**config.mk**
```make
export PLATFORM = sky130hd
export DESIGN_NAME = irq_cpu_port
export DESIGN_NICKNAME = d
export VERILOG_FILES = /design/src/rtl/irqcpu_pkg.sv /design/src/rtl/cpuif_regs.sv /design/src/rtl/cpuif_active.sv /design/src/rtl/irq_cpu_port.sv
export SDC_FILE = /design/constraint.sdc
export NUM_CORES = 1
export LEC_CHECK = 0
export ABC_AREA = 1
export BUFFER_PORTS_ARGS = -buffer_cell sky130_fd_sc_hd__buf_2
export CORE_MARGIN = 2
export CORE_UTILIZATION = 40
export CTS_CLUSTER_SIZE = 16
export DETAILED_ROUTE_END_ITERATION = 12
export PLACE_DENSITY_LB_ADDON = 0.25
export SLEW_MARGIN = 20
export SYNTH_ARGS = -nofsm -noshare
export SYNTH_HDL_FRONTEND = slang
export SYNTH_SLANG_ARGS = --single-unit
```
**constraint.sdc**
```tcl
create_clock -name clk -period 3.1 [get_ports clk]
set_input_delay 0.62 -clock clk [delete_from_list [all_inputs] [get_ports clk]]
set_output_delay 0.62 -clock clk [all_outputs]
set_load 0.01 [all_outputs]
```
**src/rtl/irqcpu_pkg.sv**
```systemverilog
package irqcpu_pkg;
  localparam int ID_W     = 10;
  localparam int PRIO_W   = 8;
  localparam int SRC_W    = 3;
  localparam int SGI_LAST = 15;
  localparam logic [ID_W-1:0] SPURIOUS_ID = 10'd1023;

  // word indices of the register map (byte address / 4)
  localparam logic [2:0] W_CTRL  = 3'd0;
  localparam logic [2:0] W_PMASK = 3'd1;
  localparam logic [2:0] W_ACK   = 3'd3;
  localparam logic [2:0] W_EOI   = 3'd4;

  typedef logic [ID_W-1:0]   irq_id_t;
  typedef logic [PRIO_W-1:0] prio_t;
endpackage

```
**src/rtl/cpuif_regs.sv**
```systemverilog
module cpuif_regs
  import irqcpu_pkg::*;
#(
  parameter int ADDR_W = 8,
  parameter int DATA_W = 32
) (
  input  logic              clk,
  input  logic              rst_n,
  input  logic              rd_hit,
  input  logic              wr_hit,
  input  logic [ADDR_W-1:0] addr,
  input  logic [DATA_W-1:0] wdata,
  input  logic [DATA_W-1:0] ack_word,
  output logic              ctl_en,
  output prio_t             pmask,
  output logic              ack_rd,
  output logic              eoi_wr,
  output logic [DATA_W-1:0] rdata
);
  localparam int WIDX_W = ADDR_W - 2;

  logic [WIDX_W-1:0] widx;
  logic              sel_ctrl, sel_pmask, sel_ack, sel_eoi;
  logic              ctl_en_d, ctl_we;
  prio_t             pmask_d;
  logic              pmask_we;
  logic [DATA_W-1:0] rd_mux, rdata_d;

  assign widx      = addr[ADDR_W-1:2];
  assign sel_ctrl  = (widx == WIDX_W'(W_CTRL));
  assign sel_pmask = (widx == WIDX_W'(W_PMASK));
  assign sel_ack   = (widx == WIDX_W'(W_ACK));
  assign sel_eoi   = (widx == WIDX_W'(W_EOI));

  assign ack_rd = rd_hit && sel_ack;
  assign eoi_wr = wr_hit && sel_eoi;

  always_comb begin
    ctl_we   = wr_hit && sel_ctrl;
    pmask_we = wr_hit && sel_pmask;
    ctl_en_d = wdata[0];
    pmask_d  = wdata[PRIO_W-1:0];
    rd_mux   = '0;
    if (sel_ctrl)       rd_mux = DATA_W'(ctl_en);
    else if (sel_pmask) rd_mux = DATA_W'(pmask);
    else if (sel_ack)   rd_mux = ack_word;
    rdata_d  = rd_hit ? rd_mux : '0;
  end

  always_ff @(posedge clk or negedge rst_n) begin
    if (!rst_n) begin
      ctl_en <= 1'b0;
      pmask  <= '0;
      rdata  <= '0;
    end else begin
      if (ctl_we)   ctl_en <= ctl_en_d;
      if (pmask_we) pmask  <= pmask_d;
      rdata <= rdata_d;
    end
  end

  AST_PMASK_HOLDS: assert property (@(posedge clk) disable iff (!rst_n)
    !pmask_we |=> $stable(pmask)) else $error("threshold changed without write");
endmodule

```
**src/rtl/cpuif_active.sv**
```systemverilog
module cpuif_active #(
  parameter int DEPTH = 4,
  parameter int ID_W  = 10
) (
  input  logic            clk,
  input  logic            rst_n,
  input  logic            ins_en,
  input  logic [ID_W-1:0] ins_id,
  input  logic            rem_en,
  input  logic [ID_W-1:0] rem_id,
  input  logic [ID_W-1:0] probe_id,
  output logic            probe_hit,
  output logic            rem_hit,
  output logic            full
);
  logic [DEPTH-1:0] valid_q, valid_d;
  logic [DEPTH-1:0] probe_m, rem_m, slot_oh;
  logic [ID_W-1:0]  id_q [DEPTH];

  for (genvar gi = 0; gi < DEPTH; gi++) begin : g_ent
    assign probe_m[gi] = valid_q[gi] && (id_q[gi] == probe_id);
    assign rem_m[gi]   = valid_q[gi] && (id_q[gi] == rem_id);

    always_ff @(posedge clk or negedge rst_n) begin
      if (!rst_n)                    id_q[gi] <= '0;
      else if (ins_en && slot_oh[gi]) id_q[gi] <= ins_id;
    end
  end

  always_comb begin : p_slot
    logic found;
    found   = 1'b0;
    slot_oh = '0;
    for (int i = 0; i < DEPTH; i++) begin
      if (!valid_q[i] && !found) begin
        slot_oh[i] = 1'b1;
        found      = 1'b1;
      end
    end
  end

  always_comb begin
    valid_d = valid_q;
    if (rem_en) valid_d = valid_d & ~rem_m;
    if (ins_en) valid_d = valid_d | slot_oh;
  end

  always_ff @(posedge clk or negedge rst_n) begin
    if (!rst_n) valid_q <= '0;
    else        valid_q <= valid_d;
  end

  assign probe_hit = |probe_m;
  assign rem_hit   = |rem_m;
  assign full      = &valid_q;

  AST_NO_INSERT_WHEN_FULL: assert property (@(posedge clk) disable iff (!rst_n)
    ins_en |-> !full) else $error("insert into full table");
  AST_STRAY_EOI_HOLDS: assert property (@(posedge clk) disable iff (!rst_n)
    (rem_en && !rem_hit && !ins_en) |=> $stable(valid_q)) else $error("stray retire changed table");
  AST_RETIRE_FREES_ONE: assert property (@(posedge clk) disable iff (!rst_n)
    (rem_en && rem_hit && !ins_en) |=> ($countones(valid_q) + 1 == $countones($past(valid_q))))
    else $error("retire did not free exactly one entry");
endmodule

```
**src/rtl/irq_cpu_port.sv**
```systemverilog
module irq_cpu_port
  import irqcpu_pkg::*;
#(
  parameter int CPU_INDEX = 2,
  parameter int ACT_DEPTH = 4,
  parameter int ADDR_W    = 8,
  parameter int DATA_W    = 32
) (
  input  logic                clk,
  input  logic                rst_n,
  input  logic [SRC_W-1:0]    req_cpu,
  input  logic                rd_en,
  input  logic                wr_en,
  input  logic [ADDR_W-1:0]   addr,
  input  logic [DATA_W-1:0]   wdata,
  output logic [DATA_W-1:0]   rdata,
  input  logic                cand_valid,
  input  logic [ID_W-1:0]     cand_id,
  input  logic [PRIO_W-1:0]   cand_prio,
  input  logic [SRC_W-1:0]    cand_src,
  output logic                irq,
  output logic                ack_pulse,
  output logic [ID_W-1:0]     ack_id,
  output logic                eoi_pulse,
  output logic [ID_W-1:0]     eoi_id
);
  localparam int ACKW = ID_W + SRC_W;

  logic [1:0]        rst_sync;
  logic              rst_core_n;
  logic              bus_hit, rd_hit, wr_hit;
  logic              ctl_en;
  prio_t             pmask;
  logic              ack_rd, eoi_wr;
  logic              blocked, rem_hit, tbl_full;
  logic              cand_ok, irq_w, ack_take, eoi_take;
  logic [SRC_W-1:0]  src_field;
  logic [ACKW-1:0]   ack_val;
  logic [DATA_W-1:0] ack_word;
  irq_id_t           eoi_req_id;
  logic              ack_pulse_d, eoi_pulse_d;

  // asynchronous assertion, synchronous release
  always_ff @(posedge clk or negedge rst_n) begin
    if (!rst_n) rst_sync <= 2'b00;
    else        rst_sync <= {rst_sync[0], 1'b1};
  end
  assign rst_core_n = rst_sync[1];

  assign bus_hit    = (req_cpu == SRC_W'(CPU_INDEX));
  assign rd_hit     = rd_en && bus_hit;
  assign wr_hit     = wr_en && bus_hit;
  assign eoi_req_id = wdata[ID_W-1:0];

  cpuif_regs #(.ADDR_W(ADDR_W), .DATA_W(DATA_W)) u_regs (
    .clk     (clk),
    .rst_n   (rst_core_n),
    .rd_hit  (rd_hit),
    .wr_hit  (wr_hit),
    .addr    (addr),
    .wdata   (wdata),
    .ack_word(ack_word),
    .ctl_en  (ctl_en),
    .pmask   (pmask),
    .ack_rd  (ack_rd),
    .eoi_wr  (eoi_wr),
    .rdata   (rdata)
  );

  cpuif_active #(.DEPTH(ACT_DEPTH), .ID_W(ID_W)) u_active (
    .clk      (clk),
    .rst_n    (rst_core_n),
    .ins_en   (ack_take),
    .ins_id   (cand_id),
    .rem_en   (eoi_wr),
    .rem_id   (eoi_req_id),
    .probe_id (cand_id),
    .probe_hit(blocked),
    .rem_hit  (rem_hit),
    .full     (tbl_full)
  );

  always_comb begin
    cand_ok   = cand_valid && (cand_prio < pmask) && !blocked && !tbl_full;
    irq_w     = ctl_en && cand_ok;
    ack_take  = ack_rd && irq_w;
    eoi_take  = eoi_wr && rem_hit;
    src_field = (cand_id <= ID_W'(SGI_LAST)) ? cand_src : '0;
    ack_val   = irq_w ? {src_field, cand_id} : {{SRC_W{1'b0}}, SPURIOUS_ID};
    ack_word  = DATA_W'(ack_val);
    ack_pulse_d = ack_take;
    eoi_pulse_d = eoi_take;
  end

  always_ff @(posedge clk or negedge rst_core_n) begin
    if (!rst_core_n) begin
      ack_pulse <= 1'b0;
      eoi_pulse <= 1'b0;
      ack_id    <= '0;
      eoi_id    <= '0;
    end else begin
      ack_pulse <= ack_pulse_d;
      eoi_pulse <= eoi_pulse_d;
      if (ack_take) ack_id <= cand_id;
      if (eoi_take) eoi_id <= eoi_req_id;
    end
  end

  assign irq = irq_w;

  AST_IRQ_NEEDS_ENABLE: assert property (@(posedge clk) disable iff (!rst_core_n)
    irq |-> ctl_en) else $error("irq while disabled");
  AST_IRQ_UNDER_MASK: assert property (@(posedge clk) disable iff (!rst_core_n)
    irq |-> (cand_prio < pmask)) else $error("irq at or above threshold");
  AST_CLAIM_NOT_ACTIVE: assert property (@(posedge clk) disable iff (!rst_core_n)
    ack_take |-> !blocked) else $error("claim of active id");
  AST_SPURIOUS_NO_PULSE: assert property (@(posedge clk) disable iff (!rst_core_n)
    (ack_rd && !irq) |=> !ack_pulse) else $error("pulse on spurious read");
  AST_FOREIGN_NO_EFFECT: assert property (@(posedge clk) disable iff (!rst_core_n)
    (!bus_hit) |=> (!ack_pulse && !eoi_pulse && $stable(ctl_en))) else $error("foreign access acted");
endmodule

```
==> out/results.tsv <==
stage	metric	value	unit
synth	Synth Instances	773	
route	Via density	4.91	
floorplan	IO Pins	124	
route	total number of vias	5026	
finish	n_diodes	0	
timing	RSZ-0062 raised after global routing	false	
placement	dpl cells	1008	
timing	Slew Limit Headroom	62.0	%
finish	# nets final	919	
critical_path	Worst Path Required	2.48	ns
route	1st-iter DRT viols	379	
critical_path	reg-to-reg endpoint	u_active.id_q[28]	
critical_path	worst stage delay on the critical path	0.67	ns
clocking	post_cts resized	0	
synth	top-area cell type share of the netlist area	41.2	%
clocking	CTS HTree Levels	3	
synth	XOR/XNOR share of the synthesized area	3.84	%
synth	Post-synth top cells	nand2_1 (280), dfrtp_1 (90), inv_1 (86)	
synth	fraction of the mapped netlist area in adder cells	1.60	%
grt	Tot GR Track Use	22.9	%
route	Final ANT Viol Nets	0	
critical_path	crit path launch type	register	
critical_path	path type of the worst setup path	reg2out	
power_and_ir_drop	Power Density	394	mW/mm2
synth	ys async rst share	100	%
grt	first-pass GRT wire length	25300	um
placement	PortBufs	80	
synth	post-synthesis compound-gate area fraction	9.04	%
timing	Clock Skews	0.0100	ns
finish	Fill cells	1374	
critical_path	worst path bufs/invs	3	
power_and_ir_drop	maximum vdd drop	250	uV
floorplan	die width	121	um
timing	final setup vio count	0	
floorplan	die area	0.0146	mm2
critical_path	Critical R2R Launch	u_active.valid_q[0]	
synth	largest family of logic cells by synthesized area	simple AND/OR/NAND/NOR gates	
synth	average cell area after synthesis	7.08	um2
min_path	worst hold path class	in2async	
timing	minimum clock period	2.79	ns
finish	FF/Latch Area	0.00226	mm2
clocking	post-CTS setup buffers	0	
synth	#FFs+latches synth	90	
outcome	outcome	completed	
grt	vias in the first global route	4636	
synth	number of synthesized flops with an enable pin	0	
grt	initial antenna violation count	0	
clocking	worst skew pair latency	0.35	ns
critical_path	CP dominant cell by count	inv_1	
run	max-cap violations	0	
clocking	Clk Tree Root Cell	clkbuf_16	
finish	Area Growth Syn to Fin	14.6	%
route	routed len/inst	15.5	um
synth	synthesized area	0.00547	mm2
synth	Ys Warns	0	
timing	Tcrit/Tclk final	90.1	%
floorplan	Core ar.	0.0133	mm2
critical_path	reg2reg path depth	10	
critical_path	Slowest-stage cell, CP	dfrtp_1	
timing	endpoints failing hold	0	
timing	Highest Clock Rate	358	MHz
clocking	Worst-path clk slew	0.07	ns
placement	detailed placer's ending HPWL	11400	um
critical_path	CP Capture Type	output port	
floorplan	FP Rows	42	
synth	Cell variety after synth	35	
synth	top_reg_cell synth	dfrtp_1	
finish	area of the multi-input gates	0.00264	mm2
timing	worst slew pin tran	0.569	ns
synth	Seq/Total Area, Yosys	41.2	%
synth	post-synthesis mux area share	0	%
synth	Post-Synth Simple-Gate Area	32.4	%
floorplan	die height	121	um
route	# DRC	0	
finish	share of layout cells above drive strength 1	15.2	%
synth	Synth area leader	dfrtp_1	
clocking	clk sink count	90	
synth	largest cells by area after synthesis	dfrtp_1 (41%), nand2_1 (19%), o21ai_0 (6.6%)	
critical_path	crit-path cells	nand2_1 -> nor2_1 -> inv_1 -> o21ai_1 -> nand2_2 -> nand3_1 -> inv_1 -> buf_2	
clocking	CTS tree	done	
clocking	TritonCTS buffer count	9	
floorplan	Starting Density	41.1	%
clocking	hold-fix buffers at CTS	0	
timing	setup TNS	0	ns
placement	routability cong.	0.947	
critical_path	CP delay by family, top	simple AND/OR/NAND/NOR gates	
grt	GRT overflow	0	
critical_path	crit path DAT	2.17	ns
power_and_ir_drop	Leak	3.43	nW
synth	top-count cell post-synth	nand2_1	
route	Total Wirelength	15900	um
critical_path	worst-path fanout max	15	
timing	max-slew violations	0	
clocking	Clock Path Buffers	2	
finish	Finished Layout Cells	1024	
grt	pin count of the biggest net entering global routing	89	
critical_path	r2r setup slk	0.77	ns
route	drt first pass iters	5	
-- where the power goes --
part           total [W]  internal, W  switching, W
Sequential       0.00118      0.00118    0.00000412
Clock            0.00105     0.000586      0.000460
Combinational   0.000241    0.0000703      0.000170
Total            0.00247      0.00184      0.000634
-- registers in the layout, indices dropped and copies added (netlist names) --
register,cells
u_active.id_q,40
eoi_pulse,1
u_regs.ctl_en,1
eoi_id,10
ack_id,10
u_active.valid_q,4
ack_pulse,1
rst_sync,2
u_regs.rdata,13
u_regs.pmask,8
-- cell families (layout without fill, tap and decap cells) --
group	count (synthesis)	count (layout)
and+or+nand+nor	407	407
AOI/OAI and AO/OA	97	97
other	2	20
buffers and inverters	146	203
DFF	90	90
adders and majority gates	7	7
xor gates and xnor gates	24	24
-- worst max path at each step --
stage / start / to / slack [ns] / depth (start not counted)
6_report: u_active.valid_q[0] / irq / 0.31 / 8
5_1_grt: u_active.valid_q[0] / irq / 0.18 / 8
4_1_cts: u_active.valid_q[0] / irq / 0.31 / 8
3_5_place_dp: cand_id[4] / irq / 0.39 / 11
3_3_place_gp: cand_id[4] / irq / 0.39 / 11
2_1_floorplan: rst_sync[1] / ack_id[0] / 0.41 / 0
-- metal layers --
metal	part of all wire, %	track usage, %
met1	46	31.9
met2	45	34.3
met3	6.2	3.95
met4	3.5	11.0
met5	0	0
-- per-stage QoR --
stage / hold WS, ns / utilization, % / setup WS (ns) / cell area [um2] / power, W
finish: 0.0400 / 47.1 / 0.308 / 6270 / 0.00247
CTS: 0.0308 / 47.1 / 0.313 / 6270 / 0.00249
floorplan: 0.324 / - / 0.408 / 5540 / 0.00137
detailed placement: 0.336 / 45.0 / 0.386 / 5980 / 0.00145
global route: 0.0318 / 47.1 / 0.176 / 6270 / 0.00258
global placement: 0.335 / 45.0 / 0.388 / 5980 / 0.00145
-- cells in the final DEF, fill, tap and decap left out, drive strengths merged --
cell      count
nor2b         1
conb         20
a21oi        19
o31ai         1
nor3b         5
clkinvlp      1
nor4          5
o21ai        74
clkinv        3
nand2       283
a22oi         1
xor2         10
nor2         48
xnor2        14
buf          91
nand3        31
clkbuf       12
nand4        23
ha            7
a211oi        1
inv          96
or2           1
nor3         10
dfrtp        90
a31oi         1
-- cell type report --
type                    count  area share [%]
flip-flops and latches     90            36.0
repair buffers             91            8.11
well taps                 176            3.51
multi-input cells         555            42.1
clock inverters             4           0.419
clock buffers              12            4.09
inverters                  96            5.75
Note: power is estimated with default switching activity, not from simulation.
